[config.mk]
export PLATFORM = sky130hd
export DESIGN_NAME = kpd_irq_ctrl
export DESIGN_NICKNAME = d
export VERILOG_FILES = /design/src/rtl/kpd_pkg.sv /design/src/rtl/kpd_sync.sv /design/src/rtl/kpd_regs.sv /design/src/rtl/kpd_flag_fsm.sv /design/src/rtl/kpd_wake.sv /design/src/rtl/kpd_irq_ctrl.sv
export SDC_FILE = /design/constraint.sdc
export NUM_CORES = 1
export LEC_CHECK = 0
export ABC_AREA = 1
export BUFFER_PORTS_ARGS = -buffer_cell sky130_fd_sc_hd__buf_2
export CAP_MARGIN = 20
export CORE_AREA = 10 10 47 49
export DETAILED_ROUTE_END_ITERATION = 16
export DIE_AREA = 0 0 57 59
export GPL_TIMING_DRIVEN = 0
export HOLD_SLACK_MARGIN = 0.15
export SLEW_MARGIN = 30
export SYNTH_ARGS = -nofsm -noshare
export SYNTH_HDL_FRONTEND = slang
export SYNTH_SLANG_ARGS = --single-unit
export TNS_END_PERCENT = 30
[constraint.sdc]
create_clock -name clk -period 1.1 [get_ports clk]
set_input_delay 0.22 -clock clk [delete_from_list [all_inputs] [get_ports clk]]
set_output_delay 0.22 -clock clk [all_outputs]
set_load 0.03 [all_outputs]
[src/rtl/kpd_pkg.sv]
package kpd_pkg;
    localparam int CTRL_ADDR = 0;
    localparam int STAT_ADDR = 1;
    localparam int POL_BIT   = 4;
    localparam int MASK_BIT  = 0;
    localparam int FLAG_BIT  = 0;
    localparam int WEN_BIT   = 2;

    typedef enum logic [0:0] {
        FLG_IDLE = 1'b0,
        FLG_PEND = 1'b1
    } flg_state_e;
endpackage

[src/rtl/kpd_sync.sv]
module kpd_sync #(
    parameter int   STAGES  = 2,
    parameter logic RST_VAL = 1'b1
) (
    input  logic clk,
    input  logic rst_n,
    input  logic d_async,
    output logic q_sync
);
    logic [STAGES-1:0] chain_q;

    always_ff @(posedge clk or negedge rst_n) begin
        if (!rst_n) begin
            chain_q <= {STAGES{RST_VAL}};
        end else begin
            chain_q <= {chain_q[STAGES-2:0], d_async};
        end
    end

    assign q_sync = chain_q[STAGES-1];
endmodule

[src/rtl/kpd_regs.sv]
module kpd_regs
    import kpd_pkg::*;
#(
    parameter int DATA_W = 8,
    parameter int ADDR_W = 1
) (
    input  logic              clk,
    input  logic              rst_n,
    input  logic [ADDR_W-1:0] addr,
    input  logic              wr_en,
    input  logic              rd_en,
    input  logic [DATA_W-1:0] wdata,
    input  logic              flag,
    output logic              pol,
    output logic              mask,
    output logic              wen,
    output logic              stat_rd,
    output logic [DATA_W-1:0] rdata
);
    localparam logic [ADDR_W-1:0] A_CTRL = ADDR_W'(CTRL_ADDR);
    localparam logic [ADDR_W-1:0] A_STAT = ADDR_W'(STAT_ADDR);

    logic pol_q, mask_q, wen_q;

    always_ff @(posedge clk or negedge rst_n) begin
        if (!rst_n) begin
            pol_q  <= 1'b0;
            mask_q <= 1'b0;
            wen_q  <= 1'b0;
        end else if (wr_en) begin
            if (addr == A_CTRL) begin
                pol_q  <= wdata[POL_BIT];
                mask_q <= wdata[MASK_BIT];
            end else if (addr == A_STAT) begin
                wen_q  <= wdata[WEN_BIT];
            end
        end
    end

    always_comb begin
        rdata = '0;
        if (addr == A_CTRL) begin
            rdata[POL_BIT]  = pol_q;
            rdata[MASK_BIT] = mask_q;
        end else if (addr == A_STAT) begin
            rdata[WEN_BIT]  = wen_q;
            rdata[FLAG_BIT] = flag;
        end
    end

    assign stat_rd = rd_en && (addr == A_STAT);
    assign pol     = pol_q;
    assign mask    = mask_q;
    assign wen     = wen_q;
endmodule

[src/rtl/kpd_flag_fsm.sv]
module kpd_flag_fsm
    import kpd_pkg::*;
(
    input  logic clk,
    input  logic rst_n,
    input  logic match,
    input  logic clr,
    output logic flag
);
    flg_state_e state_q, state_d;

    always_ff @(posedge clk or negedge rst_n) begin
        if (!rst_n) begin
            state_q <= FLG_IDLE;
        end else begin
            state_q <= state_d;
        end
    end

    always_comb begin
        state_d = state_q;
        unique case (state_q)
            FLG_IDLE: if (match && !clr) state_d = FLG_PEND;   // ARM
            FLG_PEND: if (clr)           state_d = FLG_IDLE;   // CLEAR, else HOLD
            default:                     state_d = FLG_IDLE;
        endcase
    end

    always_comb begin
        unique case (state_q)
            FLG_PEND: flag = 1'b1;
            default:  flag = 1'b0;
        endcase
    end
endmodule

[src/rtl/kpd_wake.sv]
module kpd_wake (
    input  logic key_raw,
    input  logic pol,
    input  logic wen,
    output logic wake
);
    assign wake = wen & ~(key_raw ^ pol);
endmodule

[src/rtl/kpd_irq_ctrl.sv]
module kpd_irq_ctrl
    import kpd_pkg::*;
#(
    parameter int DATA_W      = 8,
    parameter int ADDR_W      = 1,
    parameter int SYNC_STAGES = 2
) (
    input  logic              clk,
    input  logic              rst_n,
    input  logic              key_in,
    input  logic [ADDR_W-1:0] reg_addr,
    input  logic              wr_en,
    input  logic              rd_en,
    input  logic [DATA_W-1:0] wdata,
    output logic [DATA_W-1:0] rdata,
    input  logic              glb_en,
    output logic              irq,
    output logic              wake
);
    logic key_sync, pol_q, mask_q, wen_q, stat_rd, flag, key_match;

    kpd_sync #(.STAGES(SYNC_STAGES), .RST_VAL(1'b1)) u_sync (
        .clk(clk), .rst_n(rst_n), .d_async(key_in), .q_sync(key_sync)
    );

    kpd_regs #(.DATA_W(DATA_W), .ADDR_W(ADDR_W)) u_regs (
        .clk(clk), .rst_n(rst_n), .addr(reg_addr), .wr_en(wr_en),
        .rd_en(rd_en), .wdata(wdata), .flag(flag), .pol(pol_q),
        .mask(mask_q), .wen(wen_q), .stat_rd(stat_rd), .rdata(rdata)
    );

    assign key_match = (key_sync == pol_q);

    kpd_flag_fsm u_fsm (
        .clk(clk), .rst_n(rst_n), .match(key_match), .clr(stat_rd), .flag(flag)
    );

    kpd_wake u_wake (
        .key_raw(key_in), .pol(pol_q), .wen(wen_q), .wake(wake)
    );

    assign irq = flag & ~mask_q & glb_en;
endmodule

== Word level (Yosys, flattened, before mapping) ==
Index checks and enable logic that the tools add are counted.
Word-level totals
  logic and storage cells: 26
  bits of input ports: 15
  flip-flop bits (word level): 6
Operators by class
  bitwise gates (word level): 8
  reductions and logical operators: 5
  equal/unequal tests: 1
  mux-type cells: 7
Operators by type and width (number)
  $mux 1: 6
  $not 1->1: 4
  $reduce_and 2->1: 2
  $and 1x1->1: 3
  $logic_and 1x1->1: 2
  $pmux 1 s2: 1
  $eq 1x1->1: 1
  $logic_not 1->1: 1
  $xor 1x1->1: 1

== Longest topological paths before layout ==
Gate-level depths: netlist (run 1).
  depth after elaboration: 5
  gate-level depth with buffers: 5
  gate-level depth less buffers: 5

== Modules after synthesis ==
From an unflattened synthesis (run 1), not the netlist that was laid out.
Second synthesis, totals
  cell total of the unflattened synthesis: 47
  area, all modules: 331.6 um2
Modules (own cells, without submodules)
  kpd_regs: area each 201.4 um2, cells an instance 30, sequential area each 75.1 um2, times used 1
  kpd_sync: area each 52.6 um2, cells an instance 2, sequential area each 52.6 um2, times used 1
  kpd_flag_fsm: area each 32.5 um2, cells an instance 3, sequential area each 25.0 um2, times used 1
  kpd_irq_ctrl: area each 26.3 um2, cells an instance 7, sequential area each 0.0 um2, times used 1
  kpd_wake: area each 18.8 um2, cells an instance 5, sequential area each 0.0 um2, times used 1

== Worst setup path after synthesis (run 1) ==
Ideal clock, no wire load.
  path kind: register to output
  start: register u_fsm.state_q
  end: output port rdata[0]
  required time: 0.880 ns
  setup slack: -0.179 ns
  arrival: 1.059 ns
  cell stages (with the launch flop): 3
  buffers on the path: 0
  cell sequence: dfrtp_1 -> inv_1 -> o21ai_0
Between the ends
  cells in the longest elaborated chain, start to end: 2
Ends and longest elaborated chain
  start: declaration: RTL line kpd_flag_fsm.sv:10  | flg_state_e state_q, state_d;
  start signal: assignment: RTL line kpd_flag_fsm.sv:16  | state_q <= state_d;
  $mux 1: RTL line kpd_flag_fsm.sv:30  | unique case (state_q)
  $mux 1: RTL line kpd_regs.sv:42  | if (addr == A_CTRL) begin
  end: declaration: RTL line kpd_irq_ctrl.sv:15  | output logic [DATA_W-1:0] rdata,
No other way between the ends.

== Final worst setup path (run 1) ==
  start: register u_regs.pol_q, in the netlist u_regs.pol
  end: output port wake
Between the ends
  cells in the longest elaborated chain, start to end: 3
Ends and longest elaborated chain
  start: declaration: RTL line kpd_regs.sv:23  | logic pol_q, mask_q, wen_q;
  start signal: assignment: RTL line kpd_regs.sv:32  | pol_q <= wdata[POL_BIT];
  $xor 1x1->1: RTL line kpd_wake.sv:7  | assign wake = wen & ~(key_raw ^ pol);
  $not 1->1: RTL line kpd_wake.sv:7
  $and 1x1->1: RTL line kpd_wake.sv:7
  end: declaration: RTL line kpd_irq_ctrl.sv:18  | output logic wake
No other way between the ends.

==> results of run 1 <==
kinds of logic after synthesis:
group | share of synthesized area, %
simple gates | 29.0
buf+inv | 18.8
flops | 47.8
compound gates | 3.13
other cells | 1.18
cells in the mapped netlist:
cell type	n
nand2_1	14
buf_4	5
inv_1	5
nor2_1	5
dfrtp_1	4
nand3_1	3
dfstp_2	2
a21oi_1	1
conb_1	1
inv_2	1
nand2_2	1
o21ai_0	1
what timing repair did:
action                                 in CTS  in global routing
buffers inserted                            1                  1
pin swaps                                   3                  2
setup endpoints to repair                   5                  5
endpoints found under the hold margin       7                  0
hold buffers                                2                  0
gates resized for setup                     7                  4
area by class of cell:
class	instances	area (µm²)	area share, %
inverters	6	22.5	4.37
clock buffers	4	26.3	5.10
flip-flops and latches	6	153	29.6
multi-input cells	30	131	25.5
well taps	16	20.0	3.88
repair buffers	18	125	24.3
plain buffers	5	37.5	7.28
layer usage:
| metal | vias to the layer above | track usage [%] | wire [µm] | part of all wire [%] |
|---|---|---|---|---|
| met3 | 0 | 3.22 | 95 | 12 |
| met4 | 0 | 4.03 | 0 | 0 |
| li1 | 169 | - | - | - |
| met5 | - | 0 | 0 | 0 |
| met1 | 134 | 5.73 | 340 | 41 |
| met2 | 12 | 7.60 | 388 | 47 |
worst min-delay path, cell delays in order:
cell and delay (ns):
buf_2 0.08, nand3_1 0.06, nand2_1 0.06
where the power goes:
part	internal, µW	switching, µW	total [µW]
logic	91.7	131	222
registers	247	13.8	261
clock network	137	77.4	215
total	476	222	698
state kept, by name, summed over array words and instances, names as in the netlist:
name	count
u_fsm.state_q	1
u_regs.mask	1
u_regs.pol	1
u_regs.wen	1
u_sync.chain_q	2
final timing paths:
kind	from	to	slack, ns	cells after the start
setup / recovery	u_regs.pol	wake	-0.12	5
hold / removal	wdata[0]	u_regs.mask	0.21	3
setup reg to reg	u_sync.chain_q[1]	u_fsm.state_q	0.25	5
hold reg to reg	u_sync.chain_q[0]	u_sync.chain_q[1]	0.36	0
max in group asynchronous	rst_n	u_sync.chain_q[1]	0.53	2
min in group asynchronous	rst_n	u_regs.mask	0.33	2
per-stage QoR:
step	total power, µW	worst slack (ns)	hold slack [ns]	setup TNS [ns]
final	698	-0.122	0.207	-0.276
after global routing	753	-0.238	0.208	-0.668
after CTS	691	-0.139	0.204	-0.241
after detailed placement	442	0.0496	0.0510	0
after global placement	439	0.0614	0.0478	0
after floorplan	387	-0.0430	-0.0756	-0.0430
==> metrics.md, run 1 <==
| Metric | Value |
|---|---|
| Core Region | `between 1000 and 1500 µm²` |
| FILL cells | `163` |
| Worst path max stage delay | `0.35 ns` |
| # port buffers | `14` |
| Setup CP Type | `register to primary output` |
| Unrepaired setup endpoints after global routing | `true` |
| Register area share after synthesis | `between 40% and 50%` |
| N_diodes | `0` |
| HPWL after detailed placement | `668 µm` |
| Largest area contributor in the netlist | `dfrtp_1` |
| CTS buffer count | `3` |
| Setup ws final | `-0.122 ns` |
| Gr usage total | `5.37%` |
| Failing checks | `negative setup slack` |
| DRT iter0 DRCs | `3` |
| Row count | `14` |
| Run status | `complete, but fails checks` |
| Mapped Cells | `43` |
| Finished Cell Area | `~520 µm²` |
| Die Y | `59 µm` |
| Worst Hold Class | `input pin to register` |
| Period Utilization, post-route | `111%` |
| Die Wd | `approximately 57 µm` |
| Dpl cells | `between 70 and 80` |
| Leak | `roughly 0.00030 µW` |
| Commonest non-fill, non-tap cell in the layout | `nand2_1` |
| Total global routing overflow | `0` |
| Reg clk slew, reported paths | `around 0.050 ns` |
| Yosys warning total | `0` |
| Area share of the leading cell type in the synthesized netlist | `about a third` |
| Global placement routability congestion | `about 0.7` |
| CTS tree | `done` |
| Endpoints failing setup | `4` |
| Crit-path max FO | `4` |
| Clock Tree Buf Depth | `2` |
| Placed cell areas | `around 420 µm²` |
| Final core utilization | `around 37%` |
| Crit path DAT | `1.00 ns` |
| Synth Register Bits | `6` |
| CTS H-Tree Depth | `1` |
| Mean Syn Cell Area | `between 7 and 8 µm²` |
| Type of origin of the critical path | `register` |
| Tmin final | `between 1 and 1.5 ns` |
| Max cap viols | `0` |
| Root Buffer | `clkbuf_4` |
| Pin count of the biggest net entering global routing | `7` |
| First-pass GRT wire length | `~1.4 mm` |
| Fmax | `818 MHz` |
| Most frequent cells in the layout | `13 x nand2_1, 10 x buf_4, 9 x buf_2` |
| Post-route antenna net violation count | `0` |
| DR pass1 iterations | `4` |
| Final Hold Fails | `0` |
| Top delay family on crit path | `flip-flops` |
| Power Dens Cells | `1350 nW/µm²` |
| Mapped Area | `about 320 µm²` |
| Distinct cells, synth | `12` |
| Required @ worst endpoint | `a little under 0.9 ns` |
| Area growth syn-to-layout | `61.6%` |
| Routed length per placed instance | `just under 10 µm` |
| Max IR drop VDD | `approximately 0.47 mV` |
| Final wirelength | `roughly 820 µm` |
| Boundary Pins | `25` |
| Max Slew Vio Count | `0` |
| Slowest CP cell | `dfrtp_1` |
| DIE AREA | `between 3000 and 4000 µm²` |
| Top post-synthesis cells by area | `dfrtp_1 31%, dfstp_2 16%, nand2_1 16%, buf_4 12%, inv_1 5.9%` |
| Crit end category | `primary output` |
| Initial core utilization | `between 20% and 30%` |
| Clock skew | `0.00929 ns` |
| Worst-path cell chain | `inv_2, nand2_2, nand2_1, nor2_1, buf_4` |
| Final cell count without fillers | `between 80 and 90` |
| Share of cells above drive strength 1 | `44.9%` |
| Via count | `between 300 and 400` |
| Via density | `between 3 and 4` |
| Clk Latency, worst-skew pair | `between 0.2 and 0.25 ns` |
| # DRC | `0` |
| Layout net count | `85` |
| Initial antenna violation count | `0` |
| Sink Count | `6` |
| Vias in the first global route | `roughly 360` |
| CP bufs+invs | `2` |
Power figures use the tool's default switching activity.
==> run 2: changes to the inputs <==
--- a/config.mk
+++ b/config.mk
@@ -13,6 +13,7 @@
 export DIE_AREA = 0 0 57 59
 export GPL_TIMING_DRIVEN = 0
 export HOLD_SLACK_MARGIN = 0.15
+export PLACE_DENSITY_LB_ADDON = 0.15
 export SLEW_MARGIN = 30
 export SYNTH_ARGS = -nofsm -noshare
 export SYNTH_HDL_FRONTEND = slang
==> constraint.sdc (replaced) <==
create_clock -name clk -period 1.4 [get_ports clk]
set_input_delay 0.28 -clock clk [delete_from_list [all_inputs] [get_ports clk]]
set_output_delay 0.28 -clock clk [all_outputs]
set_load 0.03 [all_outputs]
==> run 2 against run 1 <==
  * Clock skew decreased by 0.0039 ns
  * Register-to-register slack improved by 0.30 ns
  * The flow now finishes without violations
  * Final cell count is 2.4% lower
  * Combinational power down 34%
  * Die area did not move
  * Wire length shrank 12%
  * Worst setup slack better by 0.23 ns
  * Final area fell by 8.7%
  * Sequential share of layout area rose by 2.8 points
  * Core utilization decreased by 3.2 points
  * Sequential cell count did not move
==> metrics.md, run 2 (synthesis results as in run 1) <==
| Metric | Value |
|---|---|
| Run status | `completed` |
| Net Sw Frac | `31.4% (-0.40 points)` |
| Final cell count without fillers | `83 (-2.4%)` |
| DR pass1 iterations | `4 (unchanged)` |
| CTS H-Tree Depth | `1 (unchanged)` |
| Initial antenna violation count | `0 (unchanged)` |
| First-pass GRT wire length | `1.26 mm (-11%)` |
| Tmin final | `around 1.3 ns` |
| Multi-input logic area | `121 µm² (-7.6%)` |
| FILL cells | `163 (unchanged)` |
| Max IR drop VDD | `0.574 mV (+23%)` |
| Total Neg Setup Slack | `0 ns (+0.276 ns)` |
| Required @ worst endpoint | `1.12 ns (+0.24 ns)` |
| N_diodes | `0 (unchanged)` |
| Layout net count | `83 (-2.4%)` |
| Gr usage total | `4.74% (-0.64 points)` |
| Reg clk slew, reported paths | `0.04 ns (about the same)` |
| Fmax | `roughly 800 MHz` |
| # port buffers | `14 (unchanged)` |
| DRT iter0 DRCs | `7 (+4)` |
| Most frequent cells in the layout | `14 x nand2_1, 13 x buf_2, 7 x buf_4` |
| Dpl cells | `77 (unchanged)` |
| Int Power | `356 µW (-25%)` |
| Type of origin of the critical path | `register` |
| Worst Hold Class | `input pin to register` |
| Max Slew Vio Count | `0 (unchanged)` |
| Pre-CTS WS | `0.279 ns (+0.230 ns)` |
| # DRC | `0 (unchanged)` |
| Initial core utilization | `22.8% (unchanged)` |
| Share of cells above drive strength 1 | `41.8% (-3.1 points)` |
| Endpoints failing setup | `0 (-4)` |
| Vias in the first global route | `334 (-5.9%)` |
| Final wirelength | `721 µm (-12%)` |
| Via count | `301 (-4.4%)` |
| Max cap viols | `0 (unchanged)` |
| DIE AREA | `3360 µm² (unchanged)` |
| Commonest non-fill, non-tap cell in the layout | `nand2_1` |
| Clock skew | `0.00538 ns (-0.00390 ns)` |
| Die Y | `59 µm (unchanged)` |
| Post-route antenna net violation count | `0 (unchanged)` |
| Setup CP Type | `register to primary output` |
| Sink Count | `6 (unchanged)` |
| Final Hold Fails | `0 (unchanged)` |
| Comb power frac | `28.4% (-3.5 points)` |
| Crit end category | `primary output` |
| Met3 Use GR | `3.00% (-0.21 points)` |
| HPWL after detailed placement | `638 µm (-4.6%)` |
| Total global routing overflow | `0 (unchanged)` |
| Global placement routability congestion | `0.659 (-6.2%)` |
| Register share of total power | `39.6% (+2.2 points)` |
| Area growth syn-to-layout | `47.5%` |
| Pin count of the biggest net entering global routing | `7 (unchanged)` |
| Row count | `14 (unchanged)` |
| Clk pwr share | `32.1% (+1.3 points)` |
| Met2 usage | `7.44% (-0.16 points)` |
| Core Region | `1400 µm² (unchanged)` |
| Setup ws final | `0.113 ns (+0.235 ns)` |
| Clk Latency, worst-skew pair | `0.24 ns (about the same)` |
| Max reg flops | `2 (unchanged)` |
| Period Utilization, post-route | `around 92%` |
| Register name with the most flops | `u_sync.chain_q` |
| Boundary Pins | `25 (unchanged)` |
| Met1 Use GR | `4.58% (-1.2 points)` |
| P_sw | `163 µW (-27%)` |
| Leak | `0.000286 µW (-4.7%)` |
| Reg area | `153 µm² (unchanged)` |
| Crit-path max FO | `5 (+1)` |
| Via density | `3.63 (-2.1%)` |
| CTS tree | `done` |
| Worst hold margin | `0.169 ns (-0.0379 ns)` |
| Busiest grt layer | `met2` |
| CTS buffer count | `3 (unchanged)` |
| Crit path DAT | `1.01 ns (about the same)` |
| Clock Tree Buf Depth | `2 (unchanged)` |
| Root Buffer | `clkbuf_4` |
| Power Dens Cells | `1100 nW/µm² (-19%)` |
| Die Wd | `57 µm (unchanged)` |
| Routed length per placed instance | `8.69 µm (-10%)` |
==> run 2: repair_timing <==
item                                   CTS  global route
endpoints found under the hold margin    6             0
hold buffers                             1             0
gates resized for setup                  0             3
setup endpoints to repair                0             1
buffers inserted                         0             1
==> run 2: path summary, 6_finish.rpt <==
check | startpoint | endpoint | slack (ns) | cells past startpoint
max | u_regs.pol | wake | 0.11 | 5
min | key_in | u_sync.chain_q[0] | 0.17 | 1
max reg2reg | u_sync.chain_q[1] | u_fsm.state_q | 0.55 | 5
min reg2reg | u_sync.chain_q[0] | u_sync.chain_q[1] | 0.36 | 0
max in group asynchronous | rst_n | u_sync.chain_q[1] | 0.78 | 2
min in group asynchronous | rst_n | u_regs.mask | 0.39 | 2
==> run 2: power groups by stage <==
stage	Combinational (µW)	Clock (µW)	Sequential (µW)
finish	147	166	205
detailed placement	139	0	207
global placement	138	0	207
floorplan	98.9	0	204
global route	167	185	208
CTS	142	175	205
==> run 2: through the flow <==
stage	total power [µW]	area, µm²	util (%)
global route	560	470	33.6
detailed placement	346	424	30.3
floorplan	303	334	-
CTS	521	460	32.9
global placement	345	424	30.3
finish	518	470	33.6
==> run 2: per-layer routing <==
layer  part of all wire, %  wire [µm]  vias up
li1                      -          -      168
met1                    41        294      121
met2                    48        344       12
met3                    11         82        0
met4                     0          0        0
met5                     0          0        -
==> run 2: final cells by class <==
type,instances,area share [%]
Timing Repair Buffer,16,19.1
Multi-Input combinational cell,30,25.8
Sequential cell,6,32.4
Clock buffer,4,5.59
Tap cell,16,4.26
Inverter,6,4.79
Buffer,5,7.98
==> run 2: critical path: stages, from the launching register on <==
cell     delay (ns)
dfrtp_1        0.38
inv_2          0.09
nand2_1        0.05
nand2_1        0.05
nor2_1         0.04
buf_4          0.16
